## src/rtl/wbc_pkg.sv

```systemverilog
package wbc_pkg;
  typedef enum logic [2:0] {
    ST_IDLE   = 3'd0,
    ST_LOOK   = 3'd1,
    ST_WB_CMD = 3'd2,
    ST_WB_DAT = 3'd3,
    ST_RD_CMD = 3'd4,
    ST_RD_DAT = 3'd5
  } wbc_state_e;

  function automatic bit is_pow2(input int v);
    return (v > 0) && ((v & (v - 1)) == 0);
  endfunction
endpackage

```

## src/rtl/wbc_tag_store.sv

```systemverilog
module wbc_tag_store #(
  parameter int LINES = 4,
  parameter int IDX_W = 2,
  parameter int TAG_W = 5
) (
  input  logic             clk,
  input  logic             rst,
  input  logic [IDX_W-1:0] idx,
  input  logic             fill,
  input  logic [TAG_W-1:0] fill_tag,
  input  logic             mark_dirty,
  output logic             valid_o,
  output logic             dirty_o,
  output logic [TAG_W-1:0] tag_o
);
  logic [LINES-1:0] valid_q;
  logic [LINES-1:0] dirty_q;
  logic [TAG_W-1:0] tag_mem [LINES];

  always_ff @(posedge clk) begin
    if (rst) begin
      valid_q <= '0;
      dirty_q <= '0;
    end else if (fill) begin
      valid_q[idx] <= 1'b1;
      dirty_q[idx] <= 1'b0;
    end else if (mark_dirty) begin
      dirty_q[idx] <= 1'b1;
    end
  end

  always_ff @(posedge clk) begin
    if (fill) tag_mem[idx] <= fill_tag;
  end

  assign valid_o = valid_q[idx];
  assign dirty_o = dirty_q[idx];
  assign tag_o   = tag_mem[idx];
endmodule

```

## src/rtl/wbc_line_ram.sv

```systemverilog
module wbc_line_ram #(
  parameter int LINES = 4,
  parameter int IDX_W = 2,
  parameter int WIDTH = 32
) (
  input  logic             clk,
  input  logic [IDX_W-1:0] addr,
  input  logic             we,
  input  logic [WIDTH-1:0] wdata,
  output logic [WIDTH-1:0] rdata
);
  logic [WIDTH-1:0] mem [LINES];

  always_ff @(posedge clk) begin
    if (we) mem[addr] <= wdata;
    rdata <= mem[addr];
  end
endmodule

```

## src/rtl/wbc_ctrl.sv

```systemverilog
module wbc_ctrl
  import wbc_pkg::*;
(
  input  logic       clk,
  input  logic       rst,
  input  logic       req,
  input  logic       req_we,
  input  logic       hit,
  input  logic       evict,
  input  logic       cmd_ready,
  input  logic       wr_ready,
  input  logic       rd_valid,
  output wbc_state_e state_o,
  output logic       ack_o,
  output logic       line_wr,
  output logic       fill,
  output logic       mark_dirty
);
  wbc_state_e state_q, state_d;

  always_comb begin
    state_d = state_q;
    unique case (state_q)
      ST_IDLE:   if (req && !ack_o) state_d = ST_LOOK;
      ST_LOOK:   if (hit) state_d = ST_IDLE;
                 else if (evict) state_d = ST_WB_CMD;
                 else state_d = ST_RD_CMD;
      ST_WB_CMD: if (cmd_ready) state_d = ST_WB_DAT;
      ST_WB_DAT: if (wr_ready) state_d = ST_RD_CMD;
      ST_RD_CMD: if (cmd_ready) state_d = ST_RD_DAT;
      ST_RD_DAT: if (rd_valid) state_d = ST_IDLE;
      default:   state_d = ST_IDLE;
    endcase
  end

  always_ff @(posedge clk) begin
    if (rst) begin
      state_q <= ST_IDLE;
      ack_o   <= 1'b0;
    end else begin
      state_q <= state_d;
      ack_o   <= (state_q == ST_LOOK) && hit;
    end
  end

  assign state_o    = state_q;
  assign line_wr    = (state_q == ST_LOOK) && hit && req_we;
  assign mark_dirty = line_wr;
  assign fill       = (state_q == ST_RD_DAT) && rd_valid;
endmodule

```

## src/rtl/wb_cache.sv

```systemverilog
module wb_cache
  import wbc_pkg::*;
#(
  parameter int BUS_DW      = 16,
  parameter int GRAN        = 8,
  parameter int MEM_DW      = 32,
  parameter int CACHE_UNITS = 16,
  parameter int ADDR_W      = 8,
  localparam int RATIO   = MEM_DW / BUS_DW,
  localparam int OFF_W   = $clog2(RATIO),
  localparam int LINES   = (CACHE_UNITS * GRAN) / MEM_DW,
  localparam int IDX_W   = $clog2(LINES),
  localparam int TAG_W   = ADDR_W - IDX_W - OFF_W,
  localparam int MADDR_W = ADDR_W - OFF_W,
  localparam int SEL_W   = BUS_DW / GRAN
) (
  input  logic               clk,
  input  logic               rst,
  input  logic               bus_cyc,
  input  logic               bus_stb,
  input  logic               bus_we,
  input  logic [ADDR_W-1:0]  bus_adr,
  input  logic [SEL_W-1:0]   bus_sel,
  input  logic [BUS_DW-1:0]  bus_dat_w,
  output logic [BUS_DW-1:0]  bus_dat_r,
  output logic               bus_ack,
  output logic               mem_cmd_valid,
  input  logic               mem_cmd_ready,
  output logic [MADDR_W-1:0] mem_cmd_addr,
  output logic               mem_cmd_we,
  output logic               mem_wr_valid,
  input  logic               mem_wr_ready,
  output logic [MEM_DW-1:0]  mem_wr_data,
  input  logic               mem_rd_valid,
  output logic               mem_rd_ready,
  input  logic [MEM_DW-1:0]  mem_rd_data
);
  if (!is_pow2(CACHE_UNITS) || !is_pow2(BUS_DW) || !is_pow2(GRAN) ||
      (MEM_DW % BUS_DW) != 0 || !is_pow2(RATIO) || RATIO < 2 ||
      LINES < 2 || (BUS_DW % GRAN) != 0 || TAG_W < 1) begin : g_bad_cfg
    $fatal(1, "wb_cache: unsupported geometry parameters");
  end

  wbc_state_e          state;
  logic                line_wr, fill, mark_dirty;
  logic                tag_valid, tag_dirty, hit, evict;
  logic [TAG_W-1:0]    tag_rd;
  logic [MEM_DW-1:0]   line_q, line_merged, ram_wdata;
  logic [BUS_DW-1:0]   line_words [RATIO];

  logic [OFF_W-1:0] req_off;
  logic [IDX_W-1:0] req_idx;
  logic [TAG_W-1:0] req_tag;
  assign req_off = bus_adr[OFF_W-1:0];
  assign req_idx = bus_adr[OFF_W +: IDX_W];
  assign req_tag = bus_adr[ADDR_W-1 -: TAG_W];

  assign hit   = tag_valid && (tag_rd == req_tag);
  assign evict = tag_valid && tag_dirty && !hit;

  wbc_ctrl u_ctrl (
    .clk        (clk),
    .rst        (rst),
    .req        (bus_cyc && bus_stb),
    .req_we     (bus_we),
    .hit        (hit),
    .evict      (evict),
    .cmd_ready  (mem_cmd_ready),
    .wr_ready   (mem_wr_ready),
    .rd_valid   (mem_rd_valid),
    .state_o    (state),
    .ack_o      (bus_ack),
    .line_wr    (line_wr),
    .fill       (fill),
    .mark_dirty (mark_dirty)
  );

  wbc_tag_store #(.LINES(LINES), .IDX_W(IDX_W), .TAG_W(TAG_W)) u_tags (
    .clk        (clk),
    .rst        (rst),
    .idx        (req_idx),
    .fill       (fill),
    .fill_tag   (req_tag),
    .mark_dirty (mark_dirty),
    .valid_o    (tag_valid),
    .dirty_o    (tag_dirty),
    .tag_o      (tag_rd)
  );

  wbc_line_ram #(.LINES(LINES), .IDX_W(IDX_W), .WIDTH(MEM_DW)) u_ram (
    .clk   (clk),
    .addr  (req_idx),
    .we    (line_wr || fill),
    .wdata (ram_wdata),
    .rdata (line_q)
  );

  for (genvar w = 0; w < RATIO; w++) begin : g_word
    assign line_words[w] = line_q[w*BUS_DW +: BUS_DW];
    for (genvar b = 0; b < SEL_W; b++) begin : g_lane
      assign line_merged[w*BUS_DW + b*GRAN +: GRAN] =
        (req_off == OFF_W'(w) && bus_sel[b]) ? bus_dat_w[b*GRAN +: GRAN]
                                             : line_q[w*BUS_DW + b*GRAN +: GRAN];
    end
  end

  assign ram_wdata = fill ? mem_rd_data : line_merged;

  always_ff @(posedge clk) begin
    if (state == ST_LOOK && hit && !bus_we) bus_dat_r <= line_words[req_off];
  end

  always_ff @(posedge clk) begin
    if (rst) begin
      mem_cmd_addr <= '0;
      mem_cmd_we   <= 1'b0;
    end else if (state == ST_LOOK && !hit) begin
      mem_cmd_addr <= evict ? {tag_rd, req_idx} : {req_tag, req_idx};
      mem_cmd_we   <= evict;
    end else if (state == ST_WB_DAT && mem_wr_ready) begin
      mem_cmd_addr <= {req_tag, req_idx};
      mem_cmd_we   <= 1'b0;
    end
  end

  always_ff @(posedge clk) begin
    if (state == ST_LOOK && evict) mem_wr_data <= line_q;
  end

  assign mem_cmd_valid = (state == ST_WB_CMD) || (state == ST_RD_CMD);
  assign mem_wr_valid  = (state == ST_WB_DAT);
  assign mem_rd_ready  = (state == ST_RD_DAT);
endmodule

```

## config.mk

```make
export PLATFORM = sky130hd
export DESIGN_NAME = wb_cache
export DESIGN_NICKNAME = d
export VERILOG_FILES = /design/src/rtl/wbc_pkg.sv /design/src/rtl/wbc_tag_store.sv /design/src/rtl/wbc_line_ram.sv /design/src/rtl/wbc_ctrl.sv /design/src/rtl/wb_cache.sv
export SDC_FILE = /design/constraint.sdc
export NUM_CORES = 1
export LEC_CHECK = 0
export ABC_CLOCK_PERIOD_IN_PS = 15000
export CAP_MARGIN = 20
export CORE_ASPECT_RATIO = 1.75
export CORE_MARGIN = 3
export CORE_UTILIZATION = 59
export DETAILED_ROUTE_END_ITERATION = 8
export GPL_TIMING_DRIVEN = 0
export PLACE_DENSITY = 0.91
export SLEW_MARGIN = 25
export SYNTH_ARGS = -nofsm -noshare
export SYNTH_HDL_FRONTEND = slang
export SYNTH_SLANG_ARGS = --single-unit
```

## constraint.sdc

```tcl
create_clock -name clk -period 15 [get_ports clk]
set_clock_uncertainty 0.1 [all_clocks]
set_input_delay 4.5 -clock clk [delete_from_list [all_inputs] [get_ports clk]]
set_output_delay 4.5 -clock clk [all_outputs]
set_load 0.02 [all_outputs]
```

==> results.cfg <==
[clock_network]
root_buffer = clkbuf_16
clk_path_buf_depth = 3
cts.htree.levels = 1
cts_resized = 0
clk_latency_ps = 500
cts.sinks = 248
tritoncts = done
clkTransAtPathRegs_ps = 60
cts_hold_buf = 0
numCtsBuffers = 21
post_cts_buffers = 0

[hold_path]
hold_path_class = flip-flop to flip-flop
min_to = mem_wr_data[10]
hold_depth = 0
hp-start = u_ram.rdata[10]

[synthesis]
avgSynthCellArea_sq_um = 17.9
yosysSeqAreaShare_pct = 74.6
synthCells = 519
synth_seq_cells = 248
synth_nets = 585
netlist-cell-type-count = 38
netlist_area_sq_mm = 0.00929
yosysWarnings = 0

[layout]
layout-drive-gt1-share_pct = 16.8
mostFrequentLayoutCells = 196 x edfxtp_1, 123 x clkdlybuf4s50_1, 54 x nor2_1
seqCellArea_sq_mm = 0.00693
num-nets-final = 738
final_common_cell = edfxtp_1
antenna_cells = 0
fillCellCount = 831
area_growth_pct = 24.3
multi_input_area_sq_mm = 0.00228

[critical_path]
r2r_start = u_tags.tag_mem[2][0]
r2r_end = u_ram.mem[0][8]
cp_slowest_cell = nor3_2
cp-end-kind = flip-flop
critPathMaxStageDelay_ps = 600
cp_common_cell = buf_6
path_cells = buf_6, mux4_2, xnor2_1, nand4_2, nor3_1, a21boi_1, nor3_2, buf_4, buf_6
rrSetupSlack_ps = 11590
path_class = input pin to flip-flop
worstRegToRegCells = 8
worstPathMaxFanout = 10
crit_family = simple AND/OR/NAND/NOR gates
crit_arrival_ps = 7320
cp.buffers_inverters = 3
cp-start-kind = input pin
cp.required_ps = 15100

[power_and_ir_drop]
p_sw_share_pct = 21.4
p_per_area_mw_per_mm2 = 118
pwr-share-clk_pct = 37.2
p_sw_mw = 0.291
combPwrFrac_pct = 6.8
leakagePower_nw = 3.92
seqPwrFrac_pct = 56.0
irDropWorstVdd_uv = 116
intPower_mw = 1.07

[die]
num_rows = 60
ios = 126
initial_utilization_pct = 60.3
core_area_sq_mm = 0.0154
dieArea_sq_mm = 0.0173
fp.dieW_microns = 101
die_y_microns = 172

[sta]
worst_pin_slew_ps = 910
clock.fmax_ghz = 0.139
period_needed_ps = 7220
setup_viol = 0
finalCritPeriodShare_pct = 48.1
slew_headroom_pct = 39.3
drv_slew = 0
rsz0062_at_grt = no
hold_viol_final = 0
tns_ps = 0
holdWs_ps = 377

[global_route]
grt_use_total_pct = 26.9
grt_pass1_wl_microns = 34400
grt_max_degree = 33
overflow = 0
grt_pass1_vias = 5963
antenna_found_initial = 0

[detailed_routing]
vias_per_cell = 6.26
num_vias = 5457
antenna_left = 0
drtIter0Drc = 351
drc = 0
first_pass_iters = 5
wl_per_cell_microns = 26.3
wl_microns = 22900

[status]
status = finished, final reports clean

[placement]
port_buffers = 123
place_congestion = 0.829
hpwlAfterDp_microns = 15500

[run]
cap_violations = 0
synth_stat cells, drive strengths merged:
master	number	area (sq um)
or3	2	12.5
o21a	1	7.51
nand3	2	10.0
o32ai	1	8.76
nand2b	3	18.8
a21oi	36	180
inv	3	11.3
a21boi	1	7.51
a21o	1	7.51
dfxtp	52	1040
a2bb2oi	1	8.76
edfxtp	196	5890
nor3	3	15.0
nand2	8	30.0
o31ai	3	22.5
buf	12	58.8
nand4	1	12.5
nand3b	1	7.51
mux4	39	878
a211oi	5	42.5
and3b	2	17.5
o221ai	1	8.76
a31oi	1	6.26
xnor2	5	43.8
clkbuf	13	48.8
or3b	5	43.8
or2b	1	7.51
o21ai	2	21.3
nor2b	3	18.8
and2	1	6.26
mux2i	39	390
nor2	58	218
mux2	16	180
nor4bb	1	10.0
area by class of cell:
cell class / instances / area share, %
Tap cell: 186 / 2.02
Inverter: 3 / 0.0976
Clock inverter: 10 / 0.553
Buffer: 25 / 0.932
Sequential cell: 248 / 60.0
Clock buffer: 27 / 4.92
Timing Repair Buffer: 130 / 11.7
Multi-Input combinational cell: 243 / 19.8
cells by family after synthesis:
group,Yosys count,synth area share (%)
xor gates and xnor gates,5,0.471
muxes,94,15.6
AOI/OAI and AO/OA,53,3.46
buffers and inverters,28,1.28
DFF,248,74.6
and+or+nand+nor,91,4.61
registers in the layout, indices dropped and copies added, names as in the netlist, named ones only:
register / cells
u_ram.mem: 128
mem_wr_data: 32
u_ram.rdata: 32
u_tags.tag_mem: 20
bus_dat_r: 16
mem_cmd_addr: 7
u_tags.valid_q: 4
u_ctrl.state_o: 3
mem_cmd_we: 1
u_ctrl.ack_o: 1
metrics by stage:
stage               setup WS [ps]  power, mW  instances  instance area (sq um)  utilization (%)
floorplan                    6320      0.823        519                   9290                -
detailed placement           7160      0.866        835                  10900             70.9
finish                       7780       1.36        872                  11500             75.0
global placement             4510      0.859        828                  10800             69.9
CTS                          7560       1.36        872                  11500             75.0
global route                 7620       1.40        872                  11500             75.0
per-layer routing:
metal | GRT usage [%] | up-vias | part of all wire (%)
met4 | 14.3 | 0 | 5.0
met2 | 48.4 | 299 | 56
li1 | - | 2328 | -
met1 | 30.3 | 2744 | 33
met3 | 4.48 | 86 | 6.2
met5 | 0 | - | 0
power groups by stage:
stage	registers [mW]	logic (mW)	clock network, mW
CTS	0.761	0.0916	0.508
finish	0.762	0.0919	0.506
global placement	0.775	0.0838	0
detailed placement	0.776	0.0897	0
global route	0.762	0.0980	0.535
floorplan	0.775	0.0475	0
worst max-delay path by stage:
stage	from	to	slack, ps	cells after the start
finish	bus_adr[1]	u_ram.mem[0][8]	7780	9
global placement	bus_adr[1]	u_ram.mem[0][8]	4510	7
detailed placement	bus_adr[1]	u_ram.mem[0][9]	7160	9
global route	bus_adr[1]	u_ram.mem[0][9]	7620	9
floorplan	bus_adr[1]	u_ram.mem[0][0]	6320	7
CTS	bus_adr[1]	u_ram.mem[0][8]	7560	9
Power figures use the tool's default switching activity.
